**config.mk**
```make
export PLATFORM = sky130hd
export DESIGN_NAME = relmask_unit
export DESIGN_NICKNAME = d
export VERILOG_FILES = /design/src/rtl/relmask_pkg.sv /design/src/rtl/relmask_sub.sv /design/src/rtl/relmask_bits.sv /design/src/rtl/relmask_select.sv /design/src/rtl/relmask_unit.sv
export SDC_FILE = /design/constraint.sdc
export NUM_CORES = 1
export LEC_CHECK = 0
export ABC_AREA = 1
export BUFFER_PORTS_ARGS = -buffer_cell sky130_fd_sc_hd__clkbuf_2
export CORE_MARGIN = 4
export CORE_UTILIZATION = 50
export CTS_BUF_LIST = sky130_fd_sc_hd__clkbuf_8
export DETAILED_ROUTE_END_ITERATION = 12
export GPL_TIMING_DRIVEN = 0
export PLACE_DENSITY = 0.78
export SETUP_SLACK_MARGIN = 0.05
export SLEW_MARGIN = 20
export SYNTH_ARGS = -nofsm -noshare
export SYNTH_HDL_FRONTEND = slang
export SYNTH_SLANG_ARGS = --single-unit
```
**constraint.sdc**
```tcl
create_clock -name clk -period 2.7 [get_ports clk]
set_input_delay 0.27 -clock clk [delete_from_list [all_inputs] [get_ports clk]]
set_output_delay 0.27 -clock clk [all_outputs]
set_load 0.01 [all_outputs]
```
**src/rtl/relmask_pkg.sv**
```systemverilog
package relmask_pkg;

    localparam int REL_W = 4;

    typedef enum logic [REL_W-1:0] {
        REL_NEVER  = 4'd0,
        REL_ALWAYS = 4'd1,
        REL_EQ     = 4'd2,
        REL_NE     = 4'd3,
        REL_SLT    = 4'd4,
        REL_SLE    = 4'd5,
        REL_SGT    = 4'd6,
        REL_SGE    = 4'd7,
        REL_ULT    = 4'd8,
        REL_ULE    = 4'd9,
        REL_UGT    = 4'd10,
        REL_UGE    = 4'd11,
        REL_ANY    = 4'd12,
        REL_NONE   = 4'd13,
        REL_ALL    = 4'd14,
        REL_NALL   = 4'd15
    } rel_e;

    typedef struct packed {
        logic zero;     // difference is zero
        logic no_borrow;// carry out of a + ~b + 1
        logic neg;      // sign of difference
        logic ovf;      // signed overflow of the subtraction
    } sub_flags_t;

    typedef struct packed {
        logic any_set;  // (a & b) != 0
        logic covers;   // (a & b) == b
    } bit_flags_t;

endpackage

```
**src/rtl/relmask_sub.sv**
```systemverilog
module relmask_sub
    import relmask_pkg::*;
#(
    parameter int WIDTH = 32
) (
    input  logic [WIDTH-1:0] a,
    input  logic [WIDTH-1:0] b,
    output sub_flags_t       flags
);
    localparam int MSB = WIDTH - 1;

    logic [WIDTH:0]   sum;
    logic [WIDTH-1:0] diff;

    always_comb begin
        sum             = {1'b0, a} + {1'b0, ~b} + {{WIDTH{1'b0}}, 1'b1};
        diff            = sum[WIDTH-1:0];
        flags.zero      = (diff == '0);
        flags.no_borrow = sum[WIDTH];
        flags.neg       = diff[MSB];
        flags.ovf       = (a[MSB] != b[MSB]) && (diff[MSB] != a[MSB]);
    end
endmodule

```
**src/rtl/relmask_bits.sv**
```systemverilog
module relmask_bits
    import relmask_pkg::*;
#(
    parameter int WIDTH = 32
) (
    input  logic [WIDTH-1:0] a,
    input  logic [WIDTH-1:0] b,
    output bit_flags_t       flags
);
    logic [WIDTH-1:0] both;

    always_comb begin
        both          = a & b;
        flags.any_set = |both;
        flags.covers  = (both == b);
    end
endmodule

```
**src/rtl/relmask_select.sv**
```systemverilog
module relmask_select
    import relmask_pkg::*;
(
    input  logic [REL_W-1:0] rel,
    input  sub_flags_t       sf,
    input  bit_flags_t       bf,
    output logic             holds
);
    logic s_lt;
    logic u_lt;

    always_comb begin
        s_lt = sf.neg ^ sf.ovf;
        u_lt = !sf.no_borrow;
        unique case (rel_e'(rel))
            REL_NEVER:  holds = 1'b0;
            REL_ALWAYS: holds = 1'b1;
            REL_EQ:     holds = sf.zero;
            REL_NE:     holds = !sf.zero;
            REL_SLT:    holds = s_lt;
            REL_SLE:    holds = s_lt || sf.zero;
            REL_SGT:    holds = !(s_lt || sf.zero);
            REL_SGE:    holds = !s_lt;
            REL_ULT:    holds = u_lt;
            REL_ULE:    holds = u_lt || sf.zero;
            REL_UGT:    holds = !(u_lt || sf.zero);
            REL_UGE:    holds = !u_lt;
            REL_ANY:    holds = bf.any_set;
            REL_NONE:   holds = !bf.any_set;
            REL_ALL:    holds = bf.covers;
            REL_NALL:   holds = !bf.covers;
            default:    holds = 1'b0;
        endcase
    end
endmodule

```
**src/rtl/relmask_unit.sv**
```systemverilog
module relmask_unit
    import relmask_pkg::*;
#(
    parameter int WIDTH = 32
) (
    input  logic             clk,
    input  logic             rst_n,
    input  logic             req_valid,
    input  logic             req_is_jump,
    input  logic [3:0]       req_rel,
    input  logic [WIDTH-1:0] opnd_a,
    input  logic [WIDTH-1:0] opnd_b,
    output logic             res_valid,
    output logic [WIDTH-1:0] res_mask,
    output logic             br_taken
);
    localparam logic [WIDTH-1:0] ONES = {WIDTH{1'b1}};

    typedef struct packed {
        logic             valid;
        logic [WIDTH-1:0] mask;
        logic             taken;
    } out_t;

    sub_flags_t sub_f;
    bit_flags_t bit_f;
    logic       rel_true;
    out_t       st_d, st_q;

    relmask_sub #(.WIDTH(WIDTH)) i_sub (
        .a(opnd_a), .b(opnd_b), .flags(sub_f)
    );

    relmask_bits #(.WIDTH(WIDTH)) i_bits (
        .a(opnd_a), .b(opnd_b), .flags(bit_f)
    );

    relmask_select i_sel (
        .rel(req_rel), .sf(sub_f), .bf(bit_f), .holds(rel_true)
    );

    always_comb begin
        st_d = '0;
        if (req_valid) begin
            if (req_is_jump) begin
                st_d.taken = rel_true;
            end else begin
                st_d.valid = 1'b1;
                st_d.mask  = rel_true ? ONES : '0;
            end
        end
    end

    always_ff @(posedge clk) begin
        if (!rst_n) st_q <= '0;
        else        st_q <= st_d;
    end

    assign res_valid = st_q.valid;
    assign res_mask  = st_q.mask;
    assign br_taken  = st_q.taken;

    // Mask is always uniform
    p_mask_uniform_r2: assert property (@(posedge clk) disable iff (!rst_n)
        (res_mask == '0) || (res_mask == ONES));

    // A jump never leaves a mask behind
    p_jump_no_mask_r8: assert property (@(posedge clk) disable iff (!rst_n)
        br_taken |-> (!res_valid && res_mask == '0));

    // Taken only after a jump request
    p_taken_cause_r8: assert property (@(posedge clk) disable iff (!rst_n)
        br_taken |-> $past(req_valid && req_is_jump));

    // Idle cycle gives quiet outputs
    p_idle_quiet_r9: assert property (@(posedge clk) disable iff (!rst_n)
        !req_valid |=> (!res_valid && !br_taken && res_mask == '0));

    // Never relation yields zero
    p_never_false_r3: assert property (@(posedge clk) disable iff (!rst_n)
        (req_valid && req_rel == 4'd0) |=> (!br_taken && res_mask == '0));

    // Signed less-than matches a direct signed compare
    p_signed_lt_r5: assert property (@(posedge clk) disable iff (!rst_n)
        (req_valid && !req_is_jump && req_rel == 4'd4) |=>
        (res_mask[0] == ($signed($past(opnd_a)) < $signed($past(opnd_b)))));
endmodule

```
; ---- Word level (Yosys, flattened, before mapping)
; Cells that the tools add are included.
[totals]
word_cells = 47
latchBits = 0
mem_bits_rw = 0
in_bits = 72
mem_count = 0
out_inout_bits = 34
reg_bits = 34
mem_bits_ro = 0
[classes]
mul = 0
n_div = 0
reduce_logical = 16
order_cmp = 0
shift = 0
n_addsub = 2
n_bitwise = 5
n_eq_ne = 18
muxes = 3
[op_table]
columns = operator, n
row1 = $add 32x32->33, 1
row2 = $add 33x1->33 const B, 1
row3 = $mux 33, 1
row4 = $and 32x32->32, 1
row5 = $eq 32x32->1, 1
row6 = $eq 4x4->1 const B, 8
row7 = $logic_not 32->1, 1
row8 = $mux 32, 1
row9 = $not 32->32, 1
row10 = $reduce_or 32->1, 1
row11 = $eq 4x3->1 const B, 4
row12 = $pmux 1 s16, 1
row13 = $eq 4x2->1 const B, 2
row14 = $logic_not 1->1, 7
row15 = $eq 4x1->1 const B, 1
row16 = $logic_not 4->1, 1
row17 = $reduce_and 3->1, 1
row18 = $reduce_or 3->1, 1
row19 = $logic_or 1x1->1, 2
row20 = $ne 1x1->1, 2
row21 = $not 1->1, 2
row22 = $reduce_and 2->1, 1
row23 = $logic_and 1x1->1, 1
row24 = $xor 1x1->1, 1

; ---- Longest topological paths before layout
[logic_depth]
word_depth = 11
ltp_mapped = 27
depth_no_buf = 27

; ---- Modules after synthesis
; Synthesis repeated with hierarchy kept, for this count alone.
[hier_totals]
hier_cells = 836
hier_area_um2 = 3887.5
[modules_own_cells]
columns = mod, cells_per_inst, area_each_um2, n_inst, seq_area_each_um2
row1 = relmask_sub, 585, 2732.6, 1, 0.0
row2 = relmask_bits, 153, 595.6, 1, 0.0
row3 = relmask_unit, 41, 329.1, 1, 60.1
row4 = relmask_select, 57, 230.2, 1, 0.0

; ---- Worst setup path before layout
; Ideal clock, no wire load.
[synth_path]
path_type = in2reg
from = input port opnd_a[2]
to = register st_q (netlist bit br_taken)
required_time_ps = 2588
n_path_buf = 0
path_stages = 25
path_slack_ps = -29
t_arrival_ps = 2616
setup_ps = 112
path_cell_list = inv_1 > ha_1 > nand2_1 > nor2_1 > nand2_1 > nand3_1 > nand2_1 > nand2_1 > nand2_1 > nand2_1 > nand2_1 > nand2_1 > a21oi_1 > fa_1 > inv_1 > nor2_1 > nand2_1 > nor2_2 > nand3_2 > nand2_1 > nand2_1 > nand2_1 > nand2_1 > nor2_2 > nor2_1
[synth_between]
elab_chain_cells = 8
word_cells_on_any_way = 19
classes_between = add/sub (2) / eq/ne (2) / mux (1) / bitwise (2) / reduce/logical (12)
[synth_lines]
columns = item, line_no
row1 = from (decl), relmask_unit.sv:11  ; input logic [WIDTH-1:0] opnd_a,
row2 = $add 32x32->33, relmask_sub.sv:16  ; sum = {1'b0, a} + {1'b0, ~b} + {{WIDTH{1'b0}}, 1'b1};
row3 = $add 33x1->33, relmask_sub.sv:16
row4 = $ne 1x1->1, relmask_sub.sv:21  ; flags.ovf = (a[MSB] != b[MSB]) && (diff[MSB] != a[MSB]);
row5 = $logic_and 1x1->1, relmask_sub.sv:21
row6 = $xor 1x1->1, relmask_select.sv:13  ; s_lt = sf.neg ^ sf.ovf;
row7 = $logic_or 1x1->1, "relmask_select.sv:21, relmask_select.sv:22"
row8 = $logic_not 1->1, relmask_select.sv:22  ; REL_SGT: holds = !(s_lt || sf.zero);
row9 = $pmux 1 s16 (*), relmask_select.sv:15  ; unique case (rel_e'(rel))
row10 = to (signal assigned), relmask_unit.sv:56  ; else st_q <= st_d;
row11 = to (decl), relmask_unit.sv:28  ; out_t st_d, st_q;
; Mark *: on every way between the ends. The rest lies on a longest branch, timed or not.
; A chain may end at the register's enable or synchronous reset.

; ---- Final worst setup path
[layout_path]
from = input port opnd_a[10]
to = register st_q (netlist bit res_mask[30])
[layout_between]
elab_chain_cells = 9
word_cells_on_any_way = 20
classes_between = add/sub (2) / eq/ne (2) / mux (2) / bitwise (2) / reduce/logical (12)
[layout_lines]
columns = item, line_no
row1 = $add 32x32->33, relmask_sub.sv:16
row2 = $add 33x1->33, relmask_sub.sv:16
row3 = $ne 1x1->1, relmask_sub.sv:21
row4 = $logic_and 1x1->1, relmask_sub.sv:21
row5 = $xor 1x1->1, relmask_select.sv:13
row6 = $logic_or 1x1->1, "relmask_select.sv:21, relmask_select.sv:22"
row7 = $logic_not 1->1, relmask_select.sv:22
row8 = $pmux 1 s16 (*), relmask_select.sv:15
row9 = $mux 32 (*), relmask_unit.sv:49  ; st_d.mask = rel_true ? ONES : '0;
; Marks and branches as above.

==> summary.txt <==
STA
--------------------------------------------------------------------------------
Worst Max-Slew Pin Slew                                                 0.920 ns
Share of the cycle needed by the critical path after routing                103%
Setup Viol. Count Final                                                        2
Fin. max-slew vios                                                             0
Final Hold Vio Count                                                           0
Smallest setup slack after layout                                     -0.0813 ns
Min Clock Period, post-route                                             2.78 ns
Unrepaired setup endpoints after global routing                              yes
Max frequency                                                            360 MHz
Worst max-slew margin expressed relative to the limit                      38.6%

YOSYS
--------------------------------------------------------------------------------
Fraction of registers with async set/reset                                    0%
Fraction of synthesized cell area taken by the top area cell type          27.6%
Count of flip-flops with a built-in enable after synthesis                     0
Average instance area after synthesis                                   5.45 µm²
Top FF cell, synth                                                  sky130_fd_sc_hd__dfxtp_1
Most frequent cells after synthesis                                 sky130_fd_sc_hd__nand2_1, sky130_fd_sc_hd__inv_1, sky130_fd_sc_hd__ha_1
Summed instance area of the synthesized netlist                         4350 µm²
FF+latch count, synth                                                          3
Net Count, Synth                                                             969
Area contributors post-synth                                        sky130_fd_sc_hd__ha_1, sky130_fd_sc_hd__nand2_1, sky130_fd_sc_hd__inv_1
Sequential share of the synthesized area                                   1.38%
Most frequent cell after synthesis                                  sky130_fd_sc_hd__nand2_1
Post-synth top area cell                                            sky130_fd_sc_hd__ha_1
Post-synthesis instance total                                                799
Number of distinct library cells after synthesis                              30
Total of warnings raised by yosys                                              0

POWER
--------------------------------------------------------------------------------
Ratio of total power to cell area                                     210 nW/µm²
Leakage dissipation                                                      3.80 nW
VDD IR-drop max                                                         0.131 mV

DRT
--------------------------------------------------------------------------------
Post-detailed-route DRC marker count                                           0
Average wire per standard cell                                           11.7 µm
Total via count after detailed routing                                      5084
Via density                                                                 4.82
Count of nets left with antenna violations after detail routing                0
DR pass1 iterations                                                            5
Final Routed Wirelength                                                  12.4 mm
Detailed Route Iter0 Violations                                              296

GLOBAL ROUTE
--------------------------------------------------------------------------------
Global-route wire length before repair                                   19.4 mm
Initial antenna violation count                                                0
Vias in the first global route                                              4494
Total routing usage reported by global routing                             22.7%
Pin count of the biggest net entering global routing                          33
Total global routing overflow                                                  0

FLOORPLAN
--------------------------------------------------------------------------------
Chip width                                                                101 µm
Initial cell density of the core                                           52.2%
Number of top-level pins                                                     106
Die outline area                                                       10300 µm²
Core Region                                                             8340 µm²
Floorplan die height                                                      101 µm
Number of standard-cell rows in the floorplan                                 33

CRITICAL PATH
--------------------------------------------------------------------------------
Capturing element type of the critical path                                 flop
Delay of the slowest critical-path stage                                 0.48 ns
Cell type of the slowest stage on the worst timing path             sky130_fd_sc_hd__fa_1
Type of the setup path with the least slack                         input port to flop
Data required time at the worst endpoint                                 2.81 ns
Startpoint type of the worst setup path                               input port
Buf+Inv Stages, Crit Path                                                      4
Top cell by count, worst path                                       sky130_fd_sc_hd__nand2_1
Peak fanout along the critical path                                            5
Top delay family on crit path                                       simple AND/OR/NAND/NOR gates
Arrival time of data at the critical path endpoint                       2.89 ns
Stages on the worst setup path                                                26

PLACEMENT
--------------------------------------------------------------------------------
Number of buffer cells added on primary ports                                105
Worst slack at placement                                               -0.488 ns
Placer's final routability congestion estimate                             0.900
Dpl hpwl                                                                 9.74 mm

CLOCKING
--------------------------------------------------------------------------------
Number of buffers created by CTS                                               3
CTS Hold Bufs                                                                  0
CTS tree                                                                    done
Clock Tree Buf Depth                                                           2
Root Buffer Master                                                  sky130_fd_sc_hd__clkbuf_8
Total number of clock tree sinks                                               3
Clk slew on worst S/H paths                                              0.03 ns
CTS H-tree depth                                                               1

OUTCOME
--------------------------------------------------------------------------------
Result of the run                                                   finished with violations
Violated checks                                                     negative setup slack

FINISH
--------------------------------------------------------------------------------
Number of inserted diodes                                                      0
Fraction of final layout cells with drive strength greater than 1          31.3%
Share of the core filled with cells in the final layout                    71.7%
Area growth from synthesis to final layout                                 37.4%
Final net count                                                             1121

MIN PATH
--------------------------------------------------------------------------------
Hold Path Class                                                     input port to flop
Worst hold path stage count                                                    2

JOB
--------------------------------------------------------------------------------
Number of max-cap violations                                                   0

## per-stage QoR
step                hold WS, ns  TNS (ns)  instances  power (mW)  instance area (µm²)
finish                    0.238    -0.156       1055        1.25                 5980
global route              0.253    -0.521       1055        1.39                 5980
CTS                       0.233    -0.117       1033        1.15                 5680
detailed placement        0.467    -0.975       1009       0.904                 5160
global placement          0.464    -0.992       1009       0.894                 5160
floorplan                 0.353         0        799       0.653                 4500
## where the power goes
group / switching, mW / total, mW / internal, mW
clock: 0.0339 / 0.131 / 0.0972
sequential: 0.00600 / 0.0528 / 0.0468
combinational: 0.596 / 1.07 / 0.474
total: 0.636 / 1.25 / 0.618
## path summary, 6_finish.rpt
kind                    start           end
setup / recovery   opnd_a[10]  res_mask[30]
hold / removal    req_is_jump     res_valid
## per-layer routing
metal,part of all wire (%),up-vias,GRT usage [%]
li1,-,2640,-
met1,43,2229,29.1
met2,48,194,40.0
met3,7.7,21,2.00
met4,2.2,0,7.16
met5,0,-,0
## layout make-up
cell class | count | area, µm²
sequential | 3 | 60.1
buffer | 31 | 233
tap | 105 | 131
timing repair buffer | 147 | 920
fill | 716 | 2360
inverter | 206 | 781
clock buffer | 3 | 41.3
clock inverter | 1 | 3.75
multi-input combinational | 559 | 3810
## cell families (layout without fill, tap and decap cells)
| family | after synthesis | in the layout | synth area share [%] |
|---|---|---|---|
| AOI/OAI and AO/OA | 19 | 19 | 2.27 |
| xor gates and xnor gates | 8 | 8 | 1.61 |
| and+or+nand+nor | 434 | 434 | 43.1 |
| DFF | 3 | 3 | 1.38 |
| buffers and inverters | 237 | 388 | 23.1 |
| adders and majority gates | 98 | 98 | 28.5 |
## cell usage in the layout, fill, tap and decap left out, types with 4 or more instances in the layout
master,count
sky130_fd_sc_hd__nand3_2,6
sky130_fd_sc_hd__inv_1,187
sky130_fd_sc_hd__clkbuf_2,90
sky130_fd_sc_hd__xor2_1,6
sky130_fd_sc_hd__clkbuf_8,4
sky130_fd_sc_hd__nand3_1,36
sky130_fd_sc_hd__inv_2,16
sky130_fd_sc_hd__nor2_1,55
sky130_fd_sc_hd__nand2_2,31
sky130_fd_sc_hd__ha_1,67
sky130_fd_sc_hd__nand2_4,5
sky130_fd_sc_hd__buf_8,4
sky130_fd_sc_hd__nor2_4,6
sky130_fd_sc_hd__nor4_1,16
sky130_fd_sc_hd__nand2_1,243
sky130_fd_sc_hd__buf_4,80
sky130_fd_sc_hd__a21oi_1,10
sky130_fd_sc_hd__a21oi_2,5
sky130_fd_sc_hd__ha_4,29
sky130_fd_sc_hd__nor2_2,12
sky130_fd_sc_hd__nand4_1,13
## what timing repair did
action	CTS	global route
buffers inserted	20	22
setup endpoints to repair	2	2
hold endpoints to repair	0	0
gates resized for setup	56	64
pin swaps	24	34
## state kept, by name, summed over array words and instances, names as in the netlist
signal and cells:
br_taken 1, res_mask 1, res_valid 1
(Power assumes the default switching activity.)
